**src/rtl/brt_pkg.sv**
```systemverilog
`timescale 1ns/1ps
package brt_pkg;
  localparam int ADDR_W = 3;

  typedef enum logic [ADDR_W-1:0] {
    ADR_CTRL   = 3'd0,
    ADR_MODE   = 3'd1,
    ADR_CNT_LO = 3'd2,
    ADR_CNT_HI = 3'd3,
    ADR_RLD_LO = 3'd4,
    ADR_RLD_HI = 3'd5
  } reg_addr_e;

  // bit 6 down to bit 0
  typedef struct packed {
    logic cnt_sel;
    logic ovf_f;
    logic ext_f;
    logic rx_sel;
    logic tx_sel;
    logic ext_en;
    logic run;
  } ctrl_t;

  localparam int CTRL_W = $bits(ctrl_t);
endpackage

```
**src/rtl/brt_regs.sv**
```systemverilog
`timescale 1ns/1ps
module brt_regs
  import brt_pkg::*;
#(
  parameter int DW = 8
) (
  input  logic                clk_i,
  input  logic                rst_ni,
  input  logic                wr_en_i,
  input  logic [ADDR_W-1:0]   addr_i,
  input  logic [DW-1:0]       wdata_i,
  input  logic                roll_i,
  input  logic                fast_i,
  input  logic                ext_fall_i,
  input  logic [2*DW-1:0]     cnt_i,
  output ctrl_t               ctrl_o,
  output logic                ckoe_o,
  output logic [2*DW-1:0]     rld_o,
  output logic [1:0]          cnt_wr_o,
  output logic [DW-1:0]       rdata_o
);
  ctrl_t                ctrl_q;
  ctrl_t                ctrl_wv;
  logic                 ckoe_q;
  logic [1:0][DW-1:0]   rld_q;
  logic [1:0]           rld_wr;
  logic                 prot;
  logic                 wr_ctrl;
  logic                 wr_mode;

  assign prot    = ctrl_q.run & (ctrl_q.tx_sel | ctrl_q.rx_sel);
  assign wr_ctrl = wr_en_i && (addr_i == ADR_CTRL);
  assign wr_mode = wr_en_i && (addr_i == ADR_MODE);
  assign ctrl_wv = ctrl_t'(wdata_i[CTRL_W-1:0]);

  always_ff @(posedge clk_i or negedge rst_ni) begin
    if (!rst_ni) begin
      ctrl_q <= '0;
      ckoe_q <= 1'b0;
    end else begin
      if (wr_ctrl) begin
        ctrl_q.cnt_sel <= ctrl_wv.cnt_sel;
        ctrl_q.rx_sel  <= ctrl_wv.rx_sel;
        ctrl_q.tx_sel  <= ctrl_wv.tx_sel;
        ctrl_q.ext_en  <= ctrl_wv.ext_en;
        ctrl_q.run     <= ctrl_wv.run;
      end
      // hardware set wins over a software write
      ctrl_q.ext_f <= (wr_ctrl ? ctrl_wv.ext_f : ctrl_q.ext_f) | (ext_fall_i & ctrl_q.ext_en);
      ctrl_q.ovf_f <= (wr_ctrl ? ctrl_wv.ovf_f : ctrl_q.ovf_f) | (roll_i & ~fast_i);
      if (wr_mode) ckoe_q <= wdata_i[0];
    end
  end

  for (genvar b = 0; b < 2; b++) begin : g_lane
    assign rld_wr[b]   = wr_en_i && !prot && (addr_i == ADDR_W'(ADR_RLD_LO) + ADDR_W'(b));
    assign cnt_wr_o[b] = wr_en_i && !prot && (addr_i == ADDR_W'(ADR_CNT_LO) + ADDR_W'(b));

    always_ff @(posedge clk_i or negedge rst_ni) begin
      if (!rst_ni)        rld_q[b] <= '0;
      else if (rld_wr[b]) rld_q[b] <= wdata_i;
    end
  end

  always_comb begin
    rdata_o = '0;
    unique case (addr_i)
      ADR_CTRL:   rdata_o[CTRL_W-1:0] = ctrl_q;
      ADR_MODE:   rdata_o[0]          = ckoe_q;
      ADR_CNT_LO: rdata_o             = cnt_i[DW-1:0];
      ADR_CNT_HI: rdata_o             = cnt_i[2*DW-1:DW];
      ADR_RLD_LO: rdata_o             = rld_q[0];
      ADR_RLD_HI: rdata_o             = rld_q[1];
      default:    rdata_o             = '0;
    endcase
  end

  assign ctrl_o = ctrl_q;
  assign ckoe_o = ckoe_q;
  assign rld_o  = rld_q;

  p_no_ovf_fast_r3: assert property (@(posedge clk_i) disable iff (!rst_ni)
    (fast_i && !wr_ctrl) |=> !$rose(ctrl_q.ovf_f));
  p_ext_flag_r6: assert property (@(posedge clk_i) disable iff (!rst_ni)
    (ext_fall_i && ctrl_q.ext_en) |=> ctrl_q.ext_f);
  p_protect_r7: assert property (@(posedge clk_i) disable iff (!rst_ni)
    (wr_en_i && prot && (addr_i == ADR_RLD_LO || addr_i == ADR_RLD_HI)) |=> $stable(rld_q));
endmodule

```
**src/rtl/brt_core.sv**
```systemverilog
`timescale 1ns/1ps
module brt_core #(
  parameter int DW       = 8,
  parameter int SLOW_DIV = 12,
  parameter int FAST_DIV = 2
) (
  input  logic              clk_i,
  input  logic              rst_ni,
  input  logic              run_i,
  input  logic              fast_i,
  input  logic              ext_reload_i,
  input  logic [1:0]        cnt_wr_i,
  input  logic [DW-1:0]     wdata_i,
  input  logic [2*DW-1:0]   rld_i,
  output logic [2*DW-1:0]   cnt_o,
  output logic              roll_o
);
  localparam int CW     = 2 * DW;
  localparam int MAXDIV = (SLOW_DIV > FAST_DIV) ? SLOW_DIV : FAST_DIV;
  localparam int PW     = (MAXDIV > 2) ? $clog2(MAXDIV) : 1;

  logic [PW-1:0]        pre_q;
  logic [PW-1:0]        pre_last;
  logic                 step;
  logic [CW-1:0]        cnt_q;
  logic [CW-1:0]        base;
  logic [1:0][DW-1:0]   cnt_nx;

  assign pre_last = fast_i ? PW'(FAST_DIV - 1) : PW'(SLOW_DIV - 1);
  assign step     = run_i && (pre_q >= pre_last);
  assign roll_o   = step && (&cnt_q);

  always_ff @(posedge clk_i or negedge rst_ni) begin
    if (!rst_ni)     pre_q <= '0;
    else if (!run_i) pre_q <= '0;
    else if (step)   pre_q <= '0;
    else             pre_q <= pre_q + 1'b1;
  end

  always_comb begin
    if (|cnt_wr_i)         base = cnt_q;
    else if (ext_reload_i) base = rld_i;
    else if (step)         base = (&cnt_q) ? rld_i : cnt_q + 1'b1;
    else                   base = cnt_q;
  end

  for (genvar b = 0; b < 2; b++) begin : g_lane
    assign cnt_nx[b] = cnt_wr_i[b] ? wdata_i : base[b*DW +: DW];
  end

  always_ff @(posedge clk_i or negedge rst_ni) begin
    if (!rst_ni) cnt_q <= '0;
    else         cnt_q <= cnt_nx;
  end

  assign cnt_o = cnt_q;

  p_step_gap_r2: assert property (@(posedge clk_i) disable iff (!rst_ni)
    step |=> !step);
  p_roll_reload_r3: assert property (@(posedge clk_i) disable iff (!rst_ni)
    (roll_o && cnt_wr_i == 2'b00) |=> cnt_q == $past(rld_i));
  p_hold_r8: assert property (@(posedge clk_i) disable iff (!rst_ni)
    (!run_i && cnt_wr_i == 2'b00 && !ext_reload_i) |=> $stable(cnt_q));
endmodule

```
**src/rtl/brt_edge.sv**
```systemverilog
`timescale 1ns/1ps
module brt_edge #(
  parameter int SYNC = 2
) (
  input  logic clk_i,
  input  logic rst_ni,
  input  logic pin_i,
  output logic fall_o
);
  logic [SYNC:0] sr_q;

  always_ff @(posedge clk_i or negedge rst_ni) begin
    if (!rst_ni) sr_q <= '1;
    else         sr_q <= {sr_q[SYNC-1:0], pin_i};
  end

  assign fall_o = sr_q[SYNC] & ~sr_q[SYNC-1];

  p_fall_once_r6: assert property (@(posedge clk_i) disable iff (!rst_ni)
    fall_o |=> !fall_o);
endmodule

```
**src/rtl/brt_outgen.sv**
```systemverilog
`timescale 1ns/1ps
module brt_outgen #(
  parameter int TICK_DIV = 16
) (
  input  logic clk_i,
  input  logic rst_ni,
  input  logic roll_i,
  input  logic tx_sel_i,
  input  logic rx_sel_i,
  input  logic ck_en_i,
  output logic tx_tick_o,
  output logic rx_tick_o,
  output logic clk_o
);
  localparam int SW = (TICK_DIV > 2) ? $clog2(TICK_DIV) : 1;
  localparam logic [SW-1:0] SUB_LAST = SW'(TICK_DIV - 1);

  logic [SW-1:0] sub_q;
  logic          baud;
  logic          tick;
  logic          tx_q, rx_q, clk_q;

  assign baud = tx_sel_i | rx_sel_i;
  assign tick = roll_i && baud && (sub_q == SUB_LAST);

  always_ff @(posedge clk_i or negedge rst_ni) begin
    if (!rst_ni) begin
      sub_q <= '0;
      tx_q  <= 1'b0;
      rx_q  <= 1'b0;
      clk_q <= 1'b0;
    end else begin
      if (!baud)       sub_q <= '0;
      else if (roll_i) sub_q <= (sub_q == SUB_LAST) ? '0 : sub_q + 1'b1;
      tx_q <= tick & tx_sel_i;
      rx_q <= tick & rx_sel_i;
      if (!ck_en_i)    clk_q <= 1'b0;
      else if (roll_i) clk_q <= ~clk_q;
    end
  end

  assign tx_tick_o = tx_q;
  assign rx_tick_o = rx_q;
  assign clk_o     = clk_q;

  p_tick_src_r4: assert property (@(posedge clk_i) disable iff (!rst_ni)
    (tx_tick_o || rx_tick_o) |-> $past(roll_i));
  p_clk_hold_r5: assert property (@(posedge clk_i) disable iff (!rst_ni)
    (ck_en_i && !roll_i) |=> ($stable(clk_q) || !ck_en_i));
endmodule

```
**src/rtl/brt_timer.sv**
```systemverilog
`timescale 1ns/1ps
module brt_timer
  import brt_pkg::*;
#(
  parameter int DW       = 8,
  parameter int SLOW_DIV = 12,
  parameter int FAST_DIV = 2,
  parameter int TICK_DIV = 16,
  parameter int SYNC     = 2
) (
  input  logic              clk_i,
  input  logic              rst_ni,
  input  logic              wr_en_i,
  input  logic [ADDR_W-1:0] addr_i,
  input  logic [DW-1:0]     wdata_i,
  output logic [DW-1:0]     rdata_o,
  input  logic              ext_pin_i,
  output logic              tx_tick_o,
  output logic              rx_tick_o,
  output logic              clk_out_o,
  output logic              irq_o
);
  ctrl_t            ctrl;
  logic             ckoe;
  logic [2*DW-1:0]  rld;
  logic [2*DW-1:0]  cnt;
  logic [1:0]       cnt_wr;
  logic             roll;
  logic             ext_fall;
  logic             fast;
  logic             run;
  logic             ext_reload;

  assign fast       = ctrl.tx_sel | ctrl.rx_sel | ckoe;
  assign run        = ctrl.run & ~ctrl.cnt_sel;
  assign ext_reload = ext_fall & ctrl.ext_en & ~fast;

  brt_regs #(.DW(DW)) u_regs (
    .clk_i, .rst_ni, .wr_en_i, .addr_i, .wdata_i,
    .roll_i(roll), .fast_i(fast), .ext_fall_i(ext_fall), .cnt_i(cnt),
    .ctrl_o(ctrl), .ckoe_o(ckoe), .rld_o(rld), .cnt_wr_o(cnt_wr), .rdata_o
  );

  brt_core #(.DW(DW), .SLOW_DIV(SLOW_DIV), .FAST_DIV(FAST_DIV)) u_core (
    .clk_i, .rst_ni, .run_i(run), .fast_i(fast), .ext_reload_i(ext_reload),
    .cnt_wr_i(cnt_wr), .wdata_i, .rld_i(rld), .cnt_o(cnt), .roll_o(roll)
  );

  brt_edge #(.SYNC(SYNC)) u_edge (
    .clk_i, .rst_ni, .pin_i(ext_pin_i), .fall_o(ext_fall)
  );

  brt_outgen #(.TICK_DIV(TICK_DIV)) u_out (
    .clk_i, .rst_ni, .roll_i(roll), .tx_sel_i(ctrl.tx_sel), .rx_sel_i(ctrl.rx_sel),
    .ck_en_i(ckoe & ~ctrl.cnt_sel), .tx_tick_o, .rx_tick_o, .clk_o(clk_out_o)
  );

  assign irq_o = ctrl.ovf_f | ctrl.ext_f;
endmodule

```
**config.mk**
```make
export PLATFORM = sky130hd
export DESIGN_NAME = brt_timer
export DESIGN_NICKNAME = d
export VERILOG_FILES = /design/src/rtl/brt_pkg.sv /design/src/rtl/brt_regs.sv /design/src/rtl/brt_core.sv /design/src/rtl/brt_edge.sv /design/src/rtl/brt_outgen.sv /design/src/rtl/brt_timer.sv
export SDC_FILE = /design/constraint.sdc
export NUM_CORES = 1
export LEC_CHECK = 0
export CAP_MARGIN = 40
export CORE_ASPECT_RATIO = 0.7
export CORE_MARGIN = 4
export CORE_UTILIZATION = 37
export DETAILED_ROUTE_END_ITERATION = 16
export GPL_ROUTABILITY_DRIVEN = 1
export GPL_TIMING_DRIVEN = 0
export PLACE_DENSITY = 0.6
export SLEW_MARGIN = 20
export SYNTH_ARGS = -nofsm -noshare
export SYNTH_HDL_FRONTEND = slang
export SYNTH_SLANG_ARGS = --single-unit
```
**constraint.sdc**
```tcl
create_clock -name clk_i -period 3.2 [get_ports clk_i]
set_input_delay 0.64 -clock clk_i [delete_from_list [all_inputs] [get_ports clk_i]]
set_output_delay 0.64 -clock clk_i [all_outputs]
set_load 0.05 [all_outputs]
```
==> impl_summary.md, run 1 <==
Outcome
The flow ran to the end, and the final reports show no timing, DRC or antenna violations.

Synth
After synthesis, the mean cell area works out to about 11 sq um. Sequential cells were found to cover 41.4% of the synthesized design area. The synthesized netlist cell count is 301.

Summing every instance area after synthesis gives approximately 0.0033 sq mm. Sorting the synthesized cells by area gives the leading types as sky130_fd_sc_hd__dfrtp_1, sky130_fd_sc_hd__mux2_2, sky130_fd_sc_hd__mux2i_1. After synthesis, the share of flip-flops with an asynchronous set or reset is 100%.

The number of enable-type register cells in the synthesized netlist is 0. The flip-flop cell with the highest count after synthesis is sky130_fd_sc_hd__dfrtp_1. Counting flops and latches in the post-synthesis netlist gives 54. The portion of synthesized cell area occupied by the leading cell type is around two fifths. When the netlist entered floorplanning its net count stood at 321.

The Yosys warning count is 0. The number of distinct library cells after synthesis is 57. The largest area contributor in the netlist is sky130_fd_sc_hd__dfrtp_1.

Final layout
Cells fill between 40% and 50% of the core in the end. The layout net count is 354. The most common cell after layout, fill and taps aside is sky130_fd_sc_hd__dfrtp_1. The fraction of final layout cells with drive strength greater than 1 is 23.9%. 0 antenna diodes ended up in the layout.

The post-synthesis to final-layout area growth is 16.6%. Leaving out fill and tap cells, the most frequent cells in the layout are sky130_fd_sc_hd__dfrtp_1, sky130_fd_sc_hd__mux2_2, sky130_fd_sc_hd__nor2_1.

Critical path
The highest net fanout along the worst path is 10. For the worst setup path, the data required time is 2560 ps. The critical path endpoint category is an output port. The critical path start-end classification is input pin to output port.

The kind of launch point of the worst setup path is an input pin. Traced cell by cell, the critical path runs through clkdlybuf4s50_1, buf_2, buf_4, mux2i_1, o221ai_1, clkdlybuf4s15_2. The largest single stage delay on the critical path is 510 ps.

The worst-path cell with the longest stage delay is sky130_fd_sc_hd__clkdlybuf4s50_1. Data on the critical path arrives at its endpoint at 2510 ps.

Timing
The number of failing setup endpoints in the final timing report is 0. The final clock period utilization by the worst path is 98.6%. For the final database, setup skew stands at 7.05 ps. The aggregate negative setup slack is 0 ps. After layout, the minimum clock period comes to 3150 ps. Setup repair after global routing left no endpoint under its margin.

The hold violation total from the final report was 0. For the pin with the worst max-slew slack, the measured transition is 826 ps. The total count of max-transition violations in the final report is 0. Headroom to the max-slew limit came out at 44.7%. The fmax is 317 MHz.

Global routing
The maximum number of pins on one net before global-route repair is 55. The number of global-route vias before repair came to between 2000 and 3000. The aggregate global routing overflow is 0. The first global-routing pass estimated 14.6 mm of wire. The global-route usage over all layers is 18.3%. The number of antenna violations at the first check in global routing was 0.

Min path
The min-delay analysis places its worst path in the category register to register.

Drt
After detailed routing, the number of remaining DRC violations is 0. The ratio of routed vias to standard cells is 5.83. The average detailed-routed wire length per instance is 20.2 microns.

Summing over every cut layer, the via total after detailed routing is 2654. The count of nets left with antenna violations after detail routing is 0. The number of DRC markers after the initial detailed-route iteration is 215. The first detailed-routing pass ran for 5 iterations.

The routed design has 9.19 mm of wire.

Placement
Summed over all nets, the half-perimeter wirelength after detailed placement is approximately 6.7 mm. The placer congestion estimate is 0.883. The number of port buffers is 25.

Floorplan
The floorplan step set the die width to 120 microns. The y dimension of the die is slightly below 90 microns. The total area inside the core boundary comes to ~0.0085 sq mm. The die covers 0.0104 sq mm. Row generation in the floorplan step produced 28 rows.

The initial core utilization is 38.3%. 27 I/O pins were placed.

Pwr
Summed over all cells, the static leakage comes to 0.00162 uW. For this design the ratio of total power to cell area is 697 mW/mm^2. The peak supply drop is 234 uV.

Clocking
The clock input transition at the sequential cells of the worst setup and hold paths is 70 ps. Clock tree synthesis inserted a total of 5 buffers. The root buffer cell chosen for the clock tree is sky130_fd_sc_hd__clkbuf_16. The maximum buffer depth of the clock tree is 2.

The clock reaches the later pin of the worst-skew pair after ~300 ps. The TritonCTS clock tree is done. The number of clock sinks is 54. The H-tree was split into 2 levels.

Flow run
The max-capacitance violation count is 0.
[worst paths after layout]
path                            slack [ps]                          from                     endpoint  depth (start not counted)
worst max-delay path                    50                     addr_i[0]                   rdata_o[3]                          6
worst min-delay path                   360      u_edge.sr_q[0]$_DFF_PN1_     u_edge.sr_q[1]$_DFF_PN1_                          0
worst max register to register         280  u_regs.ctrl_o[2]$_DFFE_PN0P_  u_core.cnt_o[1]$_DFFE_PN0P_                          8
worst min register to register         360      u_edge.sr_q[0]$_DFF_PN1_     u_edge.sr_q[1]$_DFF_PN1_                          0
max in group asynchronous             2330                        rst_ni  u_regs.rld_o[7]$_DFFE_PN0P_                          1
min in group asynchronous              380                        rst_ni    u_core.pre_q[2]$_DFF_PN0_                          1
[area by class of cell]
cell class / count / area (sq um)
inverter: 5 / 18.8
buffer: 13 / 75.1
sequential: 54 / 1360
clock inverter: 1 / 7.51
tap: 120 / 150
timing repair buffer: 26 / 243
multi-input combinational: 229 / 1840
fill: 822 / 4730
clock buffer: 7 / 133
[state kept, by name, summed over array words and instances (netlist names)]
signal	flops
u_regs.rld_o	16
u_regs.ckoe_o	1
u_out.tx_tick_o	1
u_edge.sr_q	3
u_core.pre_q	4
u_core.cnt_o	16
u_out.rx_tick_o	1
u_out.clk_o	1
u_regs.ctrl_o	7
u_out.sub_q	4
[through the flow]
stage | instances | power [uW] | setup WS, ps | cell area, sq um | hold slack [ps]
3_3_place_gp | 446 | 2100 | -898 | 3680 | 348
5_1_grt | 455 | 2820 | 9.33 | 3820 | 365
4_1_cts | 454 | 2660 | -2.71 | 3810 | 360
3_5_place_dp | 446 | 2110 | -921 | 3670 | 351
2_1_floorplan | 301 | 1790 | 261 | 3280 | 344
6_report | 455 | 2660 | 46.0 | 3820 | 358
[per-layer routing]
layer	share of wire (%)	routed length, microns	vias to the layer above	track usage, %
li1	-	-	1201	-
met1	51	4720	1367	28.8
met2	41	3800	76	24.5
met3	6.2	572	10	4.89
met4	0.99	91	0	4.32
met5	0	0	-	0
[logic make-up after synthesis]
group | Yosys count | share of synthesized area, %
mux | 52 | 17.9
flops | 54 | 41.4
fa+ha+maj | 5 | 1.91
compound gates | 56 | 13.4
simple gates | 101 | 18.9
xor+xnor | 15 | 4.01
buf+inv | 18 | 2.56
[cell usage after synthesis (4+ instances only)]
library cell / number
sky130_fd_sc_hd__dfrtp_1: 51
sky130_fd_sc_hd__mux2_2: 32
sky130_fd_sc_hd__nor2_1: 18
sky130_fd_sc_hd__mux2i_1: 15
sky130_fd_sc_hd__a221o_1: 12
sky130_fd_sc_hd__and2_1: 11
sky130_fd_sc_hd__nand2_1: 11
sky130_fd_sc_hd__nand3_1: 11
sky130_fd_sc_hd__xor2_1: 8
sky130_fd_sc_hd__nand2b_1: 7
sky130_fd_sc_hd__o22ai_1: 7
sky130_fd_sc_hd__xnor2_1: 7
sky130_fd_sc_hd__a31oi_1: 6
sky130_fd_sc_hd__and3_1: 6
sky130_fd_sc_hd__nor3_1: 6
sky130_fd_sc_hd__ha_1: 5
sky130_fd_sc_hd__inv_1: 5
sky130_fd_sc_hd__mux2_4: 5
sky130_fd_sc_hd__nand4_1: 5
sky130_fd_sc_hd__o21ai_0: 5
sky130_fd_sc_hd__a22oi_1: 4
sky130_fd_sc_hd__buf_2: 4
sky130_fd_sc_hd__clkbuf_1: 4
sky130_fd_sc_hd__nand3b_1: 4
sky130_fd_sc_hd__nor4_1: 4
[report_power, final]
part,leakage [uW],internal (uW),switching (uW),total (uW)
sequential,0.000665,875,285,1160
clock,0.0000641,292,258,550
combinational,0.000891,464,488,952
total,0.00162,1630,1030,2660
[critical path, delay by kind of cell]
family                 cells  cell delay [ps]
buffers and inverters      4             1370
AO/OA/AOI/OAI              1              190
multiplexers               1              300
[timing repair]
action / in CTS / in global routing
resized for setup: 29 / 8
setup buffers: 0 / 0
hold buffers: 0 / 0
endpoints found under the setup margin: 8 / 6
pin swaps: 0 / 0
Note: power is estimated with default switching activity, not from simulation.
==> run 2: changes to the inputs <==
--- a/config.mk
+++ b/config.mk
@@ -13,7 +13,8 @@
 export GPL_ROUTABILITY_DRIVEN = 1
 export GPL_TIMING_DRIVEN = 0
 export PLACE_DENSITY = 0.6
-export SLEW_MARGIN = 20
+export SETUP_SLACK_MARGIN = 0.02
+export SLEW_MARGIN = 5
 export SYNTH_ARGS = -nofsm -noshare
 export SYNTH_HDL_FRONTEND = slang
 export SYNTH_SLANG_ARGS = --single-unit
==> impl_summary.md, run 2 (synthesis results as in run 1) <==
Floorplan
The total core area is 0.00855 sq mm (unchanged). The chip width is 120 microns (unchanged). The y dimension of the die was 86.7 microns (unchanged).

The number of placement rows was 28 (unchanged). The number of ports placed on the die boundary came to 27 (unchanged). The initial core utilization is 38.3% (unchanged).

The overall die area is 0.0104 sq mm (unchanged).

Pwr
The total power of the final layout is 2680 uW (+0.77%). The peak supply drop is 223 uV (-4.7%). The reported leakage power came to 0.00163 uW (+0.89%). The power density of the placed cells was 698 mW/mm^2 (+0.15%).

Clocking
The TritonCTS clock tree is done. The cell sitting at the root of the clock tree is a sky130_fd_sc_hd__clkbuf_16. The clock input transition at the sequential cells of the worst setup and hold paths is 70 ps (about the same). The number of clock buffers inserted by TritonCTS was 5 (unchanged). The insertion delay of the later-clocked pin in the worst-skew pair is 300 ps (about the same). The H-tree depth reported by CTS is 2 (unchanged).

The setup fix buffers added after clock tree synthesis is 0 (unchanged). The maximum buffer depth of the clock tree is 2 (unchanged). The number of clock sinks is 54 (unchanged).

Timing
The worst path setup slack after routing is 99.4 ps (+53.4 ps). The max-slew headroom at the worst pin is 42.8% (-1.9 points). Setup repair after global routing left no endpoint under its margin.

The fmax was 323 MHz (+1.7%). The number of failing setup endpoints in the final timing report was 0 (unchanged). The slew of the pin with the lowest slew margin was 853 ps (+27.2 ps). The final setup skew came to 6.79 ps (-0.262 ps). The hold violation total from the final report is 0 (unchanged). The total count of max-transition violations in the final report is 0 (unchanged). The post-route minimum period was 3100 ps (-53.4 ps).

The final clock period utilization by the worst path was 96.9% (-1.7 points).

Critical path
The kind of launch point of the worst setup path is an input pin. The critical path is of the input pin to output port type. The critical path endpoint category is an output port. The data required time at the worst endpoint is 2560 ps (about the same). The highest net fanout along the worst path is 10 (unchanged).

The arrival time of the worst setup path is 2460 ps (-50 ps).

Global routing
The fraction of met3 tracks used by global routing came to 4.24% (-0.65 points). The global routing usage on met1 is 29.2% (+0.37 points). The met2 usage in global routing is 25.0% (+0.51 points). The first-pass GRT wire length is 14.7 mm (+0.38%). The aggregate global routing overflow came to 0 (unchanged). The global-route usage over all layers is 18.3% (-0.060 points). The maximum number of pins on one net before global-route repair is 34 (-38%). The number of antenna violations at the first check in global routing was 0 (unchanged). The number of global-route vias before repair is 2579 (+0.16%).

After global routing, the most crowded layer is met1.

Placement
The placer congestion estimate came to 0.883 (unchanged). The half-perimeter wire length after placement is 6.78 mm (+1.6%). The cell count after placement was 447 (+0.22%).

The number of port buffers was 25 (unchanged). The post-placement setup slack came to -928 ps (-6.78 ps). The cell area after placement is 0.00369 sq mm (+0.48%).

Outcome
The flow ran to the end, and the final reports show no timing, DRC or antenna violations.

Min path
The classification of the worst-slack hold path is input pin to asynchronous set/reset pin.

Drt
The average detailed-routed wire length per instance is 19.8 microns (-1.7%). The count of nets left with antenna violations after detail routing was 0 (unchanged). The number of iterations in the first detailed-routing pass is 5 (unchanged). The detailed-route DRC error count is 0 (unchanged). The number of DRC markers after the initial detailed-route iteration is 212 (-1.4%). The ratio of routed vias to standard cells is 5.72 (-1.9%).

The final wirelength came to 9.03 mm (-1.7%). The number of vias after detailed routing came to 2603 (-1.9%).

Final layout
The final cell area excluding filler cells is 0.00384 sq mm (+0.62%). The most common cell after layout, fill and taps aside is sky130_fd_sc_hd__dfrtp_1. The fraction of final layout cells with drive strength greater than 1 was 24.5% (+0.60 points).

The final non-filler cell total is 455 (unchanged). The layout net count is 354 (unchanged). The post-synthesis to final-layout area growth is 17.3%. The top cell types in the final layout, fill and taps aside, are sky130_fd_sc_hd__dfrtp_1, sky130_fd_sc_hd__mux2_2, sky130_fd_sc_hd__nor2_1.

The antenna diode count came to 0 (unchanged).

Flow run
The max-capacitance violation count was 0 (unchanged).
run 2: cell count changes in the layout (fill, tap and decap cells not counted):
cell,previous run,this run
sky130_fd_sc_hd__clkbuf_1,4,3
sky130_fd_sc_hd__inv_6,0,1
sky130_fd_sc_hd__clkbuf_2,3,2
sky130_fd_sc_hd__buf_2,6,8
sky130_fd_sc_hd__clkbuf_8,0,1
sky130_fd_sc_hd__nor2_1,18,17
sky130_fd_sc_hd__buf_4,5,4
sky130_fd_sc_hd__clkinvlp_4,1,0
sky130_fd_sc_hd__buf_12,0,1
sky130_fd_sc_hd__nor2_2,2,3
sky130_fd_sc_hd__clkbuf_4,1,0
run 2: cell type report:
| cell class | instances | area (sq um) |
|---|---|---|
| clock inverter | 1 | 8.76 |
| inverter | 5 | 18.8 |
| buffer | 13 | 75.1 |
| timing repair buffer | 26 | 253 |
| fill | 814 | 4710 |
| tap | 120 | 150 |
| multi-input combinational | 229 | 1840 |
| sequential | 54 | 1360 |
| clock buffer | 7 | 143 |
run 2: worst max-delay path, cell delays in order:
cell and delay, ps:
sky130_fd_sc_hd__clkdlybuf4s50_1 510, sky130_fd_sc_hd__buf_2 270, sky130_fd_sc_hd__mux2_2 370, sky130_fd_sc_hd__a22oi_1 180, sky130_fd_sc_hd__o22ai_1 120, sky130_fd_sc_hd__clkdlybuf4s15_2 370
run 2: per-layer routing:
layer  vias to the layer above  wire (microns)
li1                       1205               -
met1                      1294            4600
met2                        94            3680
met3                        10             676
met4                         0              70
met5                         -               0
run 2: worst paths after layout:
check / start / cells after the start / end / slack, ps
worst max register to register: u_regs.ctrl_o[2]$_DFFE_PN0P_ / 8 / u_core.cnt_o[1]$_DFFE_PN0P_ / 220
worst min register to register: u_edge.sr_q[0]$_DFF_PN1_ / 0 / u_edge.sr_q[1]$_DFF_PN1_ / 360
worst max-delay path: addr_i[0] / 6 / rdata_o[1] / 100
worst min-delay path: rst_ni / 1 / u_core.pre_q[3]$_DFF_PN0_ / 320
min in group clk_i: u_edge.sr_q[0]$_DFF_PN1_ / 0 / u_edge.sr_q[1]$_DFF_PN1_ / 360
max in group asynchronous: rst_ni / 2 / u_edge.sr_q[2]$_DFF_PN1_ / 2240
run 2: repair_timing:
item,4_1_cts,5_1_grt
resized for setup,32,8
pin swaps,0,0
hold buffers,0,0
endpoints found under the setup margin,8,5
cloned,0,0
run 2: through the flow:
step / setup TNS [ps] / hold WS, ps / utilization [%]
after floorplan: 0 / 344 / -
after global placement: -21540 / 348 / 43.0
after detailed placement: -6840 / 350 / 43.2
after CTS: 0 / 343 / 45.0
after global routing: 0 / 363 / 45.0
final: 0 / 316 / 45.0
run 2: where the power goes:
group	switching, uW	internal, uW	leakage (uW)	total, uW
Sequential	282	875	0.000665	1160
Combinational	487	466	0.000895	954
Clock	256	316	0.0000745	572
Total	1030	1660	0.00163	2680
